### src/rtl/irqmap_pkg.sv
package irqmap_pkg;

  localparam int NUM_EVT   = 3;
  localparam int EVT_DONE  = 0;
  localparam int EVT_RXRDY = 1;
  localparam int EVT_OVR   = 2;

  // Control-word position of the enable for each raw status bit.
  function automatic int enablePos(input int evtIdx);
    case (evtIdx)
      EVT_DONE:  enablePos = 5;
      EVT_RXRDY: enablePos = 4;
      default:   enablePos = 6;
    endcase
  endfunction

  typedef struct packed {
    logic [NUM_EVT-1:0] clrBits;  // per-bit clear request
    logic               roWrite;  // write to a read-only view (no effect)
  } strobe_t;

endpackage

### src/rtl/irqmap_ctrl.sv
module irqmap_ctrl
  import irqmap_pkg::*;
#(
  parameter int DATA_W = 8
) (
  input  logic              clk,
  input  logic              rstN,
  input  logic              wrClr,
  input  logic              wrRaw,
  input  logic              wrMasked,
  input  logic [DATA_W-1:0] wrData,
  output strobe_t           strobes
);

  // Only the low bits of the clear data carry meaning.
  logic unusedData;
  assign unusedData = ^wrData;

  always_comb begin
    strobes.clrBits = wrClr ? wrData[NUM_EVT-1:0] : '0;
    strobes.roWrite = wrRaw | wrMasked;
  end

  // Writes to the read-only views never produce a clear request.
  AST_RO_NO_CLEAR: assert property (@(posedge clk) disable iff (!rstN)
    ((wrRaw || wrMasked) && !wrClr) |-> (strobes.clrBits == '0)) else $error("ro write cleared");

endmodule

### src/rtl/irqmap_datapath.sv
module irqmap_datapath
  import irqmap_pkg::*;
#(
  parameter int DATA_W = 8,
  parameter int CTRL_W = 32
) (
  input  logic               clk,
  input  logic               rstN,
  input  logic [NUM_EVT-1:0] evtVec,
  input  logic [CTRL_W-1:0]  ctrlWord,
  input  strobe_t            strobes,
  output logic [DATA_W-1:0]  rawStat,
  output logic [DATA_W-1:0]  maskStat,
  output logic               irq
);

  localparam int PAD_W = DATA_W - NUM_EVT;

  logic [NUM_EVT-1:0] rawBits;
  logic [NUM_EVT-1:0] enVec;
  logic [NUM_EVT-1:0] maskBits;

  logic unusedCtrl;
  assign unusedCtrl = ^ctrlWord;

  for (genvar i = 0; i < NUM_EVT; i++) begin : g_bit
    // Route the enable from its control position to status position i.
    assign enVec[i] = ctrlWord[enablePos(i)];

    always_ff @(posedge clk) begin
      if (!rstN)                    rawBits[i] <= 1'b0;
      else if (evtVec[i])           rawBits[i] <= 1'b1;  // event beats clear
      else if (strobes.clrBits[i])  rawBits[i] <= 1'b0;
    end

    AST_EVENT_SETS: assert property (@(posedge clk) disable iff (!rstN)
      evtVec[i] |=> rawBits[i]) else $error("event lost");
    AST_CLEAR_WORKS: assert property (@(posedge clk) disable iff (!rstN)
      (strobes.clrBits[i] && !evtVec[i]) |=> !rawBits[i]) else $error("clear lost");
    AST_NO_SPURIOUS_SET: assert property (@(posedge clk) disable iff (!rstN)
      $rose(rawBits[i]) |-> $past(evtVec[i])) else $error("bit set without event");
  end

  assign maskBits = rawBits & enVec;
  assign irq      = |maskBits;
  assign rawStat  = {{PAD_W{1'b0}}, rawBits};
  assign maskStat = {{PAD_W{1'b0}}, maskBits};

  AST_RO_HOLDS: assert property (@(posedge clk) disable iff (!rstN)
    (strobes.roWrite && strobes.clrBits == '0 && evtVec == '0) |=> $stable(rawBits)) else $error("ro write changed raw");

endmodule

### src/rtl/irqmap_top.sv
module irqmap_top
  import irqmap_pkg::*;
#(
  parameter int DATA_W = 8,
  parameter int CTRL_W = 32
) (
  input  logic              clk,
  input  logic              rstN,
  input  logic              evtDone,
  input  logic              evtRxReady,
  input  logic              evtOverrun,
  input  logic [CTRL_W-1:0] ctrlWord,
  input  logic              wrClr,
  input  logic              wrRaw,
  input  logic              wrMasked,
  input  logic [DATA_W-1:0] wrData,
  output logic [DATA_W-1:0] rawStat,
  output logic [DATA_W-1:0] maskStat,
  output logic              irq
);

  strobe_t            strobes;
  logic [NUM_EVT-1:0] evtVec;

  assign evtVec[EVT_DONE]  = evtDone;
  assign evtVec[EVT_RXRDY] = evtRxReady;
  assign evtVec[EVT_OVR]   = evtOverrun;

  irqmap_ctrl #(.DATA_W(DATA_W)) u_ctrl (
    .clk(clk), .rstN(rstN), .wrClr(wrClr), .wrRaw(wrRaw),
    .wrMasked(wrMasked), .wrData(wrData), .strobes(strobes)
  );

  irqmap_datapath #(.DATA_W(DATA_W), .CTRL_W(CTRL_W)) u_dp (
    .clk(clk), .rstN(rstN), .evtVec(evtVec), .ctrlWord(ctrlWord),
    .strobes(strobes), .rawStat(rawStat), .maskStat(maskStat), .irq(irq)
  );

  AST_IRQ_FOLLOWS_MASK: assert property (@(posedge clk) disable iff (!rstN)
    irq == (|maskStat)) else $error("irq mismatch");
  AST_UPPER_ZERO: assert property (@(posedge clk) disable iff (!rstN)
    (rawStat >> NUM_EVT) == '0 && (maskStat >> NUM_EVT) == '0) else $error("upper bits set");
  AST_RESET_CLEAN: assert property (@(posedge clk)
    !rstN |=> (rawStat == '0 && !irq)) else $error("reset not clean");

endmodule

### config.mk
export PLATFORM = sky130hd
export DESIGN_NAME = irqmap_top
export DESIGN_NICKNAME = d
export VERILOG_FILES = /design/src/rtl/irqmap_pkg.sv /design/src/rtl/irqmap_ctrl.sv /design/src/rtl/irqmap_datapath.sv /design/src/rtl/irqmap_top.sv
export SDC_FILE = /design/constraint.sdc
export NUM_CORES = 1
export LEC_CHECK = 0
export CAP_MARGIN = 20
export CORE_ASPECT_RATIO = 1.1
export CORE_MARGIN = 5
export CORE_UTILIZATION = 13
export DETAILED_ROUTE_END_ITERATION = 8
export PLACE_DENSITY = 0.78
export RECOVER_POWER = 50
export SYNTH_ARGS = -nofsm -noshare
export SYNTH_HDL_FRONTEND = slang
export SYNTH_SLANG_ARGS = --single-unit
### constraint.sdc
create_clock -name clk -period 1.07 [get_ports clk]
set_input_delay 0.214 -clock clk [delete_from_list [all_inputs] [get_ports clk]]
set_output_delay 0.214 -clock clk [all_outputs]
set_load 0.005 [all_outputs]
; Yosys cells after proc, flatten, opt, wreduce, memory -nomap -nowiden
; Index checks and enable logic that the tools add are counted.
; Widths: inputs -> output; s select.
[totals]
ff_bits = 3
inputBits = 48
out_inout_bits = 17
wordCells = 15
[classes]
mux = 7
bitwise = 1
n_reduce_logical = 4
[ops]
columns = op, count
row1 = $mux 1, 6
row2 = $reduce_bool 2->1, 3
row3 = $and 3x3->3, 1
row4 = $mux 3, 1
row5 = $reduce_or 3->1, 1

; Logic depth before layout (Yosys ltp)
[logic_depth]
depth_word = 3
depth_mapped = 2
ltp_nobuf = 2

; Hierarchy
; A second synthesis with hierarchy kept.
[unflattened]
hier_cells = 29
area_unflattened_um2 = 239.0
[by_module_without_submodules]
columns = module, instances, cells_each, area_each_um2, seq_area_each_um2
row1 = irqmap_datapath, 1, 25, 214.0, 60.1
row2 = irqmap_ctrl, 1, 4, 25.0, 0.0

; Worst setup path after synthesis
; Ideal clock, no wire load.
[synth_path]
path_type = register to output
from = register u_dp.rawBits[0], in the netlist u_dp.rawStat[0]
to = output port irq
arrival_time_ps = 683
required_time_ps = 856
path_slack_ps = 173
stages_incl_launch_ff = 3
cell_sequence = dfxtp_1 > a222oi_1 > inv_1
[synth_via]
elab_chain_len = 2
[synth_lines]
columns = element, line_no
row1 = start: declaration, irqmap_datapath.sv:19  ; logic [NUM_EVT-1:0] rawBits;
row2 = start signal: indexed assignment, irqmap_datapath.sv:31  ; if (!rstN) rawBits[i] <= 1'b0;
row3 = start signal: indexed assignment, irqmap_datapath.sv:32  ; else if (evtVec[i]) rawBits[i] <= 1'b1;
row4 = start signal: indexed assignment, irqmap_datapath.sv:33  ; else if (strobes.clrBits[i]) rawBits[i] <= 1'b0;
row5 = $and 3x3->3, irqmap_datapath.sv:44  ; assign maskBits = rawBits & enVec;
row6 = $reduce_or 3->1, irqmap_datapath.sv:45  ; assign irq = |maskBits;
row7 = end: declaration, irqmap_top.sv:19  ; output logic irq
; No other way between the ends.

; Final worst setup path
[layout_path]
from = register u_dp.rawBits[1], in the netlist u_dp.rawStat[1]
to = output port irq
; Same word-level chain as after synthesis.

==> results_dict.tcl <==
set metrics [dict create \
    grt_max_degree 4 \
    wl_per_cell_um 10.74 \
    finalCritPeriodShare_pct 116.6 \
    cp_max_fo 2 \
    grt_first_pass_wirelength_um 1138 \
    wl_met1_um 220 \
    clockBufferDepth 2 \
    firstDrtPassIters 4 \
    r2r_slack_ns 0.18 \
    nets 102 \
    initial_utilization_pct 13.81 \
    ant_nets 0 \
    root_buffer "clkbuf_4" \
    setup_viol 4 \
    ioPinCount 65 \
    violations "negative setup slack" \
    p_int_uw 343.0 \
    outcome "complete, but fails checks" \
    period_needed_ns 1.248 \
    grt-ovfl-total 0 \
    regArea_sq_um 63.81 \
    design_area_sq_um 429.2 \
    cp.arrival_ns 1.03 \
    fillers 183 \
    power_frac_clock_pct 44.0 \
    dieArea_sq_um 2594 \
    n_antenna_cell 0 \
    worst_hold_slack_ns 0.5464 \
    ys_seq_area_share_pct 27.59 \
    grtUsageTotal_pct 6.384 \
    multi_input_area_sq_um 105.1 \
    p_comb_share_pct 27.6 \
    maxCapViolCount 0 \
    final_cell_mix "10 x conb_1, 7 x clkdlybuf4s50_1, 5 x buf_6" \
    netlist_area_sq_um 217.7 \
    die_w_um 49.02 \
    syn2layout_area_growth_pct 97.13 \
    vias 256 \
    synth_compound_area_share_pct 20.11 \
    path_cells "a222oi_1, inv_1, buf_2" \
    synth.distinct_cells 10 \
    synth_mux_area_share_pct 0 \
    rsz0062_at_grt "yes" \
    crit_path_top_delay_cell "dfxtp_2" \
    ir_drop_uv 227.3 \
    layout_commonest_cell "conb_1" \
    portBuffers 18 \
    drt_iter0_drc 5 \
    synth_top_family_by_area "buffers and inverters" \
    ys_warn_count 0 \
    p_leak_nw 0.2249 \
    required_ns 0.86 \
    clock_skew_ns 0 \
    pwr-share-seq_pct 28.3 \
    synthAdderAreaFrac_pct 0 \
    route.detailed.drc 0 \
    yosys.area_share.simple_pct 9.195 \
    synth-seq-cells 3 \
    die_h_um 52.92 \
    drv_slew 0 \
    synth_area_per_cell_sq_um 7.775 \
    clock_latency_ns 0.23 \
    swShare_pct 24.35 \
    placed_area_sq_um 400.4 \
    cts_hold_buf 0 \
    cts_buffers 3 \
    grt_pass1_vias 269 \
    via_per_inst 3.657 \
    dp_hpwl_um 606.5 \
    crit_path_start_kind "flip-flop" \
    cts.sinks 3 \
    cts_max_level 1 \
    fin_ws_ns -0.1780 \
    core_area_sq_um 1577 \
    met3WireLength_um 41 \
    timing.fmax_ghz 0.8013 \
    min_path_type "primary input to flip-flop" \
    dr_wl_met2_um 448 \
    routed_wl_um 752 \
    cts_tree "done" \
    hold_viol 0 \
    path_class "flip-flop to output pin" \
    clkTransAtPathRegs_ns 0.04 \
    synth_cells 28 \
    end_kind "output pin" \
    powerDensity_nw_per_um2 1057 \
    drive_gt1_share_pct 35.85 \
    fp-row-count 15 \
    largest_register_ffs 3 \
    antenna_found_initial 0 \
    synthXorXnorAreaFrac_pct 0 \
    globalplace.congestion 0.6299 \
    top_layer "met4" \
    switching_power_uw 110.4 \
    slowest_delay_ns 0.32 \
]
==> layout make-up <==
cell class,instances,area share [%]
clock buffer,4,6.122
inverter,4,3.499
multi-input combinational,20,24.49
sequential,3,14.87
tap,17,4.956
timing repair buffer,22,46.06
==> metal layers <==
metal / vias to the layer above / GRT usage [%]
li1: 122 / -
met1: 116 / 4.362
met2: 14 / 12.17
met3: 4 / 1.127
met4: 0 / 9.417
met5: - / 0
==> power groups by stage <==
stage	logic [mW]	registers [mW]	clock network (mW)
6_report	0.125	0.128	0.200
5_1_grt	0.138	0.130	0.215
4_1_cts	0.127	0.128	0.207
3_5_place_dp	0.129	0.128	0
3_3_place_gp	0.126	0.128	0
2_1_floorplan	0.0549	0.130	0
==> per-stage QoR <==
step | utilization [%] | total power [mW] | std cells | setup TNS, ns | setup slack, ns
floorplan | - | 0.1851 | 37 | 0 | 0.1728
global placement | 25.40 | 0.2537 | 65 | -2.154 | -0.6019
detailed placement | 25.40 | 0.2565 | 65 | -2.202 | -0.6143
CTS | 27.22 | 0.4621 | 70 | -0.4451 | -0.2082
global route | 27.22 | 0.4839 | 70 | -0.5545 | -0.2512
finish | 27.22 | 0.4534 | 70 | -0.3921 | -0.1780
==> critical path: cells and delay by family, from the launching register on <==
| kind | cells | cell delay, ns |
|---|---|---|
| buf+inv | 2 | 0.20 |
| compound gates | 1 | 0.29 |
| flops | 1 | 0.32 |
==> path summary, 6_finish.rpt <==
path                        start         endpoint  cells after the start
setup / recovery  u_dp.rawStat[1]              irq                      3
hold / removal          wrData[2]  u_dp.rawStat[2]                      2
setup reg to reg  u_dp.rawStat[0]  u_dp.rawStat[0]                      4
hold reg to reg   u_dp.rawStat[1]  u_dp.rawStat[1]                      3
==> repair_timing <==
item | 4_1_cts | 5_1_grt
gates resized for setup | 41 | 2
pin swaps | 1 | 1
setup endpoints to repair | 7 | 4
buffers inserted | 1 | 2
==> logic make-up after synthesis <==
group / Yosys count
compound gates: 7
flops: 3
simple gates: 3
buf+inv: 14
other cells: 1
==> cells in the mapped netlist <==
library cell	n	share of area (%)
a222oi_1	1	4.6
and2_2	1	3.4
a31oi_1	3	8.6
and2_1	2	5.7
o21ai_1	2	4.6
inv_1	4	6.9
dfxtp_1	3	28
o21ai_0	1	2.3
conb_1	1	1.7
buf_4	10	34
Power figures use the tool's default switching activity.
